## config.mk

```make
export PLATFORM = sky130hd
export DESIGN_NAME = bcd_alu_top
export DESIGN_NICKNAME = d
export VERILOG_FILES = /design/src/rtl/bcd_alu_pkg.sv /design/src/rtl/bcd_alu_operand.sv /design/src/rtl/bcd_alu_binpath.sv /design/src/rtl/bcd_alu_decpath.sv /design/src/rtl/bcd_alu_top.sv
export SDC_FILE = /design/constraint.sdc
export NUM_CORES = 1
export LEC_CHECK = 0
export BUFFER_PORTS_ARGS = -buffer_cell sky130_fd_sc_hd__buf_4
export CORE_MARGIN = 4
export CORE_UTILIZATION = 35
export CTS_CLUSTER_DIAMETER = 50
export DETAILED_ROUTE_END_ITERATION = 16
export PLACE_DENSITY = 0.59
export SLEW_MARGIN = 20
export SYNTH_ARGS = -nofsm -noshare
export SYNTH_HDL_FRONTEND = slang
export SYNTH_SLANG_ARGS = --single-unit
```

## constraint.sdc

```tcl
create_clock -name clk -period 0.8 [get_ports clk]
set_input_delay 0.16 -clock clk [delete_from_list [all_inputs] [get_ports clk]]
set_output_delay 0.16 -clock clk [all_outputs]
set_load 0.01 [all_outputs]
```

## src/rtl/bcd_alu_pkg.sv

```systemverilog
package bcd_alu_pkg;
  localparam int BYTE_W = 8;
  localparam int NIB_W  = 4;
  localparam int WIDE_W = 16;

  typedef enum logic [1:0] {
    OP_ADD  = 2'b00,
    OP_SUB  = 2'b01,
    OP_INS  = 2'b10,
    OP_ADDX = 2'b11
  } alu_op_e;

  typedef struct packed {
    logic [BYTE_W-1:0] res;
    logic              c;
    logic              v;
    logic [BYTE_W-1:0] nsrc;
    logic [BYTE_W-1:0] zsrc;
  } alu_out_t;

  function automatic logic [WIDE_W-1:0] hi_part(input logic [BYTE_W-1:0] x);
    return WIDE_W'({x[BYTE_W-1:NIB_W], {NIB_W{1'b0}}});
  endfunction

  function automatic logic [WIDE_W-1:0] lo_part(input logic [BYTE_W-1:0] x);
    return WIDE_W'(x[NIB_W-1:0]);
  endfunction

  // Binary add; subtraction passes a complemented operand.
  function automatic alu_out_t f_bin_add(input logic [BYTE_W-1:0] a,
                                         input logic [BYTE_W-1:0] m,
                                         input logic c);
    alu_out_t o;
    logic [BYTE_W:0] s;
    s = {1'b0, a} + {1'b0, m} + (BYTE_W+1)'(c);
    o.res  = s[BYTE_W-1:0];
    o.c    = s[BYTE_W];
    o.v    = (s[BYTE_W-1] ^ a[BYTE_W-1]) & (s[BYTE_W-1] ^ m[BYTE_W-1]);
    o.nsrc = s[BYTE_W-1:0];
    o.zsrc = s[BYTE_W-1:0];
    return o;
  endfunction

  function automatic alu_out_t f_dec_add(input logic [BYTE_W-1:0] a,
                                         input logic [BYTE_W-1:0] m,
                                         input logic c);
    alu_out_t o;
    logic [WIDE_W-1:0] bin;
    logic [WIDE_W-1:0] t;
    bin = WIDE_W'(a) + WIDE_W'(m) + WIDE_W'(c);
    t   = lo_part(a) + lo_part(m) + WIDE_W'(c);
    if (t > WIDE_W'(9)) t = t + WIDE_W'(6);
    t = lo_part(t[BYTE_W-1:0]) + ((t > WIDE_W'(15)) ? WIDE_W'(16) : '0)
        + hi_part(a) + hi_part(m);
    o.v    = (bin[BYTE_W-1] ^ a[BYTE_W-1]) & (bin[BYTE_W-1] ^ m[BYTE_W-1]);
    o.nsrc = t[BYTE_W-1:0];
    o.zsrc = bin[BYTE_W-1:0];
    if (t > WIDE_W'(16'h9F)) t = t + WIDE_W'(16'h60);
    o.c   = (t > WIDE_W'(16'hFF));
    o.res = t[BYTE_W-1:0];
    return o;
  endfunction

  function automatic alu_out_t f_dec_sub(input logic [BYTE_W-1:0] a,
                                         input logic [BYTE_W-1:0] m,
                                         input logic c);
    alu_out_t o;
    logic [WIDE_W-1:0] bin;
    logic [WIDE_W-1:0] t;
    logic              bw;
    bw  = ~c;
    bin = WIDE_W'(a) - WIDE_W'(m) - WIDE_W'(bw);
    t   = lo_part(a) - lo_part(m) - WIDE_W'(bw);
    if (t > WIDE_W'(15)) t = t - WIDE_W'(6);
    t = lo_part(t[BYTE_W-1:0]) | ((t > WIDE_W'(15)) ? {{(WIDE_W-NIB_W){1'b1}}, {NIB_W{1'b0}}} : '0);
    t = t + hi_part(a) - hi_part(m);
    o.v    = (bin[BYTE_W-1] ^ a[BYTE_W-1]) & (~bin[BYTE_W-1] ^ m[BYTE_W-1]);
    o.nsrc = t[BYTE_W-1:0];
    o.zsrc = bin[BYTE_W-1:0];
    if (t > WIDE_W'(16'hFF)) t = t - WIDE_W'(16'h60);
    o.c   = !(t > WIDE_W'(16'hFF));
    o.res = t[BYTE_W-1:0];
    return o;
  endfunction
endpackage

```

## src/rtl/bcd_alu_operand.sv

```systemverilog
module bcd_alu_operand
  import bcd_alu_pkg::*;
(
  input  logic [1:0]        op,
  input  logic [BYTE_W-1:0] opnd,
  output logic [BYTE_W-1:0] m_eff,
  output logic              sub_sel
);
  always_comb begin
    sub_sel = (op == OP_SUB) || (op == OP_INS);
    m_eff   = (op == OP_INS) ? opnd + BYTE_W'(1) : opnd;
  end
endmodule

```

## src/rtl/bcd_alu_binpath.sv

```systemverilog
module bcd_alu_binpath
  import bcd_alu_pkg::*;
(
  input  logic [BYTE_W-1:0] a,
  input  logic [BYTE_W-1:0] m,
  input  logic              c,
  input  logic              sub_sel,
  output alu_out_t          o
);
  logic [BYTE_W-1:0] m_in;
  assign m_in = sub_sel ? ~m : m;
  assign o    = f_bin_add(a, m_in, c);
endmodule

```

## src/rtl/bcd_alu_decpath.sv

```systemverilog
module bcd_alu_decpath
  import bcd_alu_pkg::*;
(
  input  logic [BYTE_W-1:0] a,
  input  logic [BYTE_W-1:0] m,
  input  logic              c,
  input  logic              sub_sel,
  output alu_out_t          o
);
  alu_out_t add_o;
  alu_out_t sub_o;
  assign add_o = f_dec_add(a, m, c);
  assign sub_o = f_dec_sub(a, m, c);
  assign o     = sub_sel ? sub_o : add_o;
endmodule

```

## src/rtl/bcd_alu_top.sv

```systemverilog
module bcd_alu_top
  import bcd_alu_pkg::*;
#(
  parameter bit OUT_REG = 1'b1
) (
  input  logic              clk,
  input  logic              rst_n,
  input  logic [BYTE_W-1:0] acc,
  input  logic [BYTE_W-1:0] opnd,
  input  logic              cin,
  input  logic              dec,
  input  logic [1:0]        op,
  output logic [BYTE_W-1:0] res,
  output logic              cout,
  output logic              ovf,
  output logic [BYTE_W-1:0] n_src,
  output logic [BYTE_W-1:0] z_src,
  output logic              zero
);
  logic [BYTE_W-1:0] m_eff;
  logic              sub_sel;
  alu_out_t          bin_o;
  alu_out_t          dec_o;
  alu_out_t          nxt;
  logic              nxt_zero;

  bcd_alu_operand u_opnd (.op(op), .opnd(opnd), .m_eff(m_eff), .sub_sel(sub_sel));
  bcd_alu_binpath u_bin  (.a(acc), .m(m_eff), .c(cin), .sub_sel(sub_sel), .o(bin_o));
  bcd_alu_decpath u_dec  (.a(acc), .m(m_eff), .c(cin), .sub_sel(sub_sel), .o(dec_o));

  assign nxt      = dec ? dec_o : bin_o;
  assign nxt_zero = (nxt.zsrc == '0);

  generate
    if (OUT_REG) begin : g_reg
      always_ff @(posedge clk or negedge rst_n) begin
        if (!rst_n) begin
          res   <= '0;
          cout  <= 1'b0;
          ovf   <= 1'b0;
          n_src <= '0;
          z_src <= '0;
          zero  <= 1'b1;
        end else begin
          res   <= nxt.res;
          cout  <= nxt.c;
          ovf   <= nxt.v;
          n_src <= nxt.nsrc;
          z_src <= nxt.zsrc;
          zero  <= nxt_zero;
        end
      end
    end else begin : g_comb
      assign res   = nxt.res;
      assign cout  = nxt.c;
      assign ovf   = nxt.v;
      assign n_src = nxt.nsrc;
      assign z_src = nxt.zsrc;
      assign zero  = nxt_zero;
    end
  endgenerate
endmodule

```

==> flow_metrics.tcl <==
set metrics [dict create \
    hold_viol 0 \
    critPathMaxFanout 4 \
    synth_nets 583 \
    grt_overflow 0 \
    antennaDiodeCount 0 \
    netlist_instances 491 \
    seq_area_frac_synth_pct 13.8 \
    layout-drive-gt1-share_pct 61.2 \
    numCtsBuffers 3 \
    worstHoldPathType "in2async" \
    drc_errors 0 \
    synth-compound-area-share_pct 23.9 \
    fp.dieH_um 115 \
    antenna_left 0 \
    async_flop_share_pct 100 \
    power_w 0.0171 \
    die_x_um 115 \
    violations "negative setup slack" \
    path_class "in2reg" \
    ys_warn_count 0 \
    p_switching_w 0.00706 \
    io_pins 49 \
    clock_path_buffers 2 \
    fmax_mhz 189 \
    worst_path_most_repeated_cell "ha_4" \
    clkPwrFrac_pct 6.6 \
    grt_pass1_wl_mm 23.3 \
    area_delta_synth_final_pct 90.3 \
    critical-path-slowest-cell "a2111oi_4" \
    synth-edff-count 0 \
    nNetsFinal 837 \
    synth.ff_latch_count 22 \
    vias 4534 \
    wirelength_mm 14.3 \
    slew_viol_final 0 \
    synth_cell_types 72 \
    setup_viol 49 \
    outcome "finished with violations" \
    grt_pass1_vias 4876 \
    leakagePower_nw 3.45 \
    netSwitchingFraction_pct 41.3 \
    fin_crit_ps 5300 \
    rows 38 \
    power.internal_w 0.0100 \
    final_common_cell "buf_4" \
    cts_tree "done" \
    antenna_found_initial 0 \
    synth_xor_area_share_pct 12.0 \
    synth_top_family_by_area "adder cells" \
    synth_area_um2 4010 \
    worstMarginPinSlew_ps 745 \
    p_comb_share_pct 83.1 \
    layout_common_cells "buf_4, buf_6, inv_1" \
    ctsRootBufferMaster "clkbuf_16" \
    relSlewSlack_pct 49.9 \
    synth-simple-area-share_pct 16.0 \
    startpoint_type "primary input" \
    peakVddDrop_mv 2.79 \
    synth_ff_type "dfrtp_1" \
    grt_usage_pct 21.5 \
    io_buffers 48 \
    fin_crit_sh_pct 662 \
    path_buf_inv 6 \
    grt_max_degree 23 \
    routedWlPerCell_um 16.2 \
    cts.clk_slew.worst_paths_ps 60 \
    via_per_inst 5.13 \
    start_util_pct 36.3 \
    first_pass_iters 4 \
    fin_cells 884 \
    required_ps 960 \
    path_delay_family "simple AND/OR/NAND/NOR gates" \
    fin_area_um2 7620 \
    p_seq_share_pct 10.2 \
    cp-end-kind "register" \
    dp_cells 840 \
    cap_violations 0 \
    grt_setup_unrepaired "yes" \
    dieArea_um2 13200 \
    arrival_ps 5460 \
    cpPeakStageDelay_ps 310 \
    gp_congestion 0.857 \
    synth.area.mux_share_pct 3.22 \
    syn_avg_cell_area_um2 8.16 \
    cts_num_sinks 22 \
    place_hpwl_mm 11.0 \
    initialDrtViolationCount 156 \
    h-tree-depth 1 \
    coreArea_um2 11000 \
    p_per_area_nw_per_um2 2240 \
    synthAdderAreaFrac_pct 23.9 \
    fin_ws_ps -4500 \
    placedInstanceArea_um2 6330 \
]
## registers in the layout (all words and copies together), names as in the netlist
| signal | cells |
|---|---|
| zero | 1 |
| res | 3 |
| ovf | 1 |
| cout | 1 |
| z_src | 8 |
| n_src | 8 |
## path summary, 6_finish.rpt
path / startpoint / end / slack, ps / cells after the start
min in group clk: dec / n_src[7]$_DFF_PN0_ / 340 / 3
max in group asynchronous: rst_n / zero$_DFF_PN1_ / 190 / 2
worst max-delay path: op[0] / res[7]$_DFF_PN0_ / -4500 / 32
worst min-delay path: rst_n / res[5]$_DFF_PN0_ / 340 / 2
## synthesized netlist by cell type, types with 7 or more instances
library cell	instances	area [um^2]
fa_1	11	220
a21o_1	10	75.1
and3_1	7	43.8
a21oi_1	42	210
mux2i_1	8	80.1
xnor2_1	33	289
o21ai_0	16	80.1
xor2_1	20	175
nand3_1	9	45.0
inv_1	52	195
clkbuf_1	8	30.0
nand2_1	27	101
nor3_1	10	50.1
o21bai_1	18	135
ha_1	59	738
nor2_1	39	146
dfrtp_1	21	526
## power groups by stage
stage,clock (W),combinational [W],sequential (W)
floorplan,0,0.00624,0.00186
global placement,0,0.0108,0.00165
detailed placement,0,0.0111,0.00166
CTS,0.00115,0.0130,0.00174
global route,0.00118,0.0153,0.00179
finish,0.00113,0.0142,0.00175
## stage by stage
step,hold WS (ps),util [%],worst slack [ps],setup TNS (ps)
after CTS,311,65.5,-4460,-63440
final,337,69.1,-4500,-65660
after floorplan,-136,-,-4650,-57840
after global placement,56.5,57.4,-4880,-67440
after detailed placement,59.6,57.4,-4980,-69270
after global routing,354,69.1,-4680,-69390
## timing repair
item / in CTS / in global routing
resized for setup: 143 / 57
endpoints found under the setup margin: 49 / 49
pin swaps: 60 / 70
hold endpoints to repair: 21 / 0
gates cloned: 0 / 0
hold buffers: 1 / 0
buffers inserted: 23 / 21
## layer usage
layer / global-route usage [%] / wire, um / vias up
li1: - / - / 2231
met1: 25.4 / 5920 / 2178
met2: 41.6 / 7610 / 99
met3: 1.26 / 402 / 26
met4: 5.95 / 336 / 0
met5: 0 / 0 / -
## cell families after synthesis
logic type,after synthesis
AOI/OAI and AO/OA,134
xor gates and xnor gates,54
adders and majority gates,70
buffers and inverters,70
DFF,22
muxes,12
and+or+nand+nor,129
## cell type report
class                   instances  area, um^2
multi-input cells             399        4360
fillers                       820        3410
repair buffers                267        2220
flip-flops and latches         22         552
inverters                      52         230
well taps                     140         175
clock buffers                   4        88.8
Power figures use the tool's default switching activity.
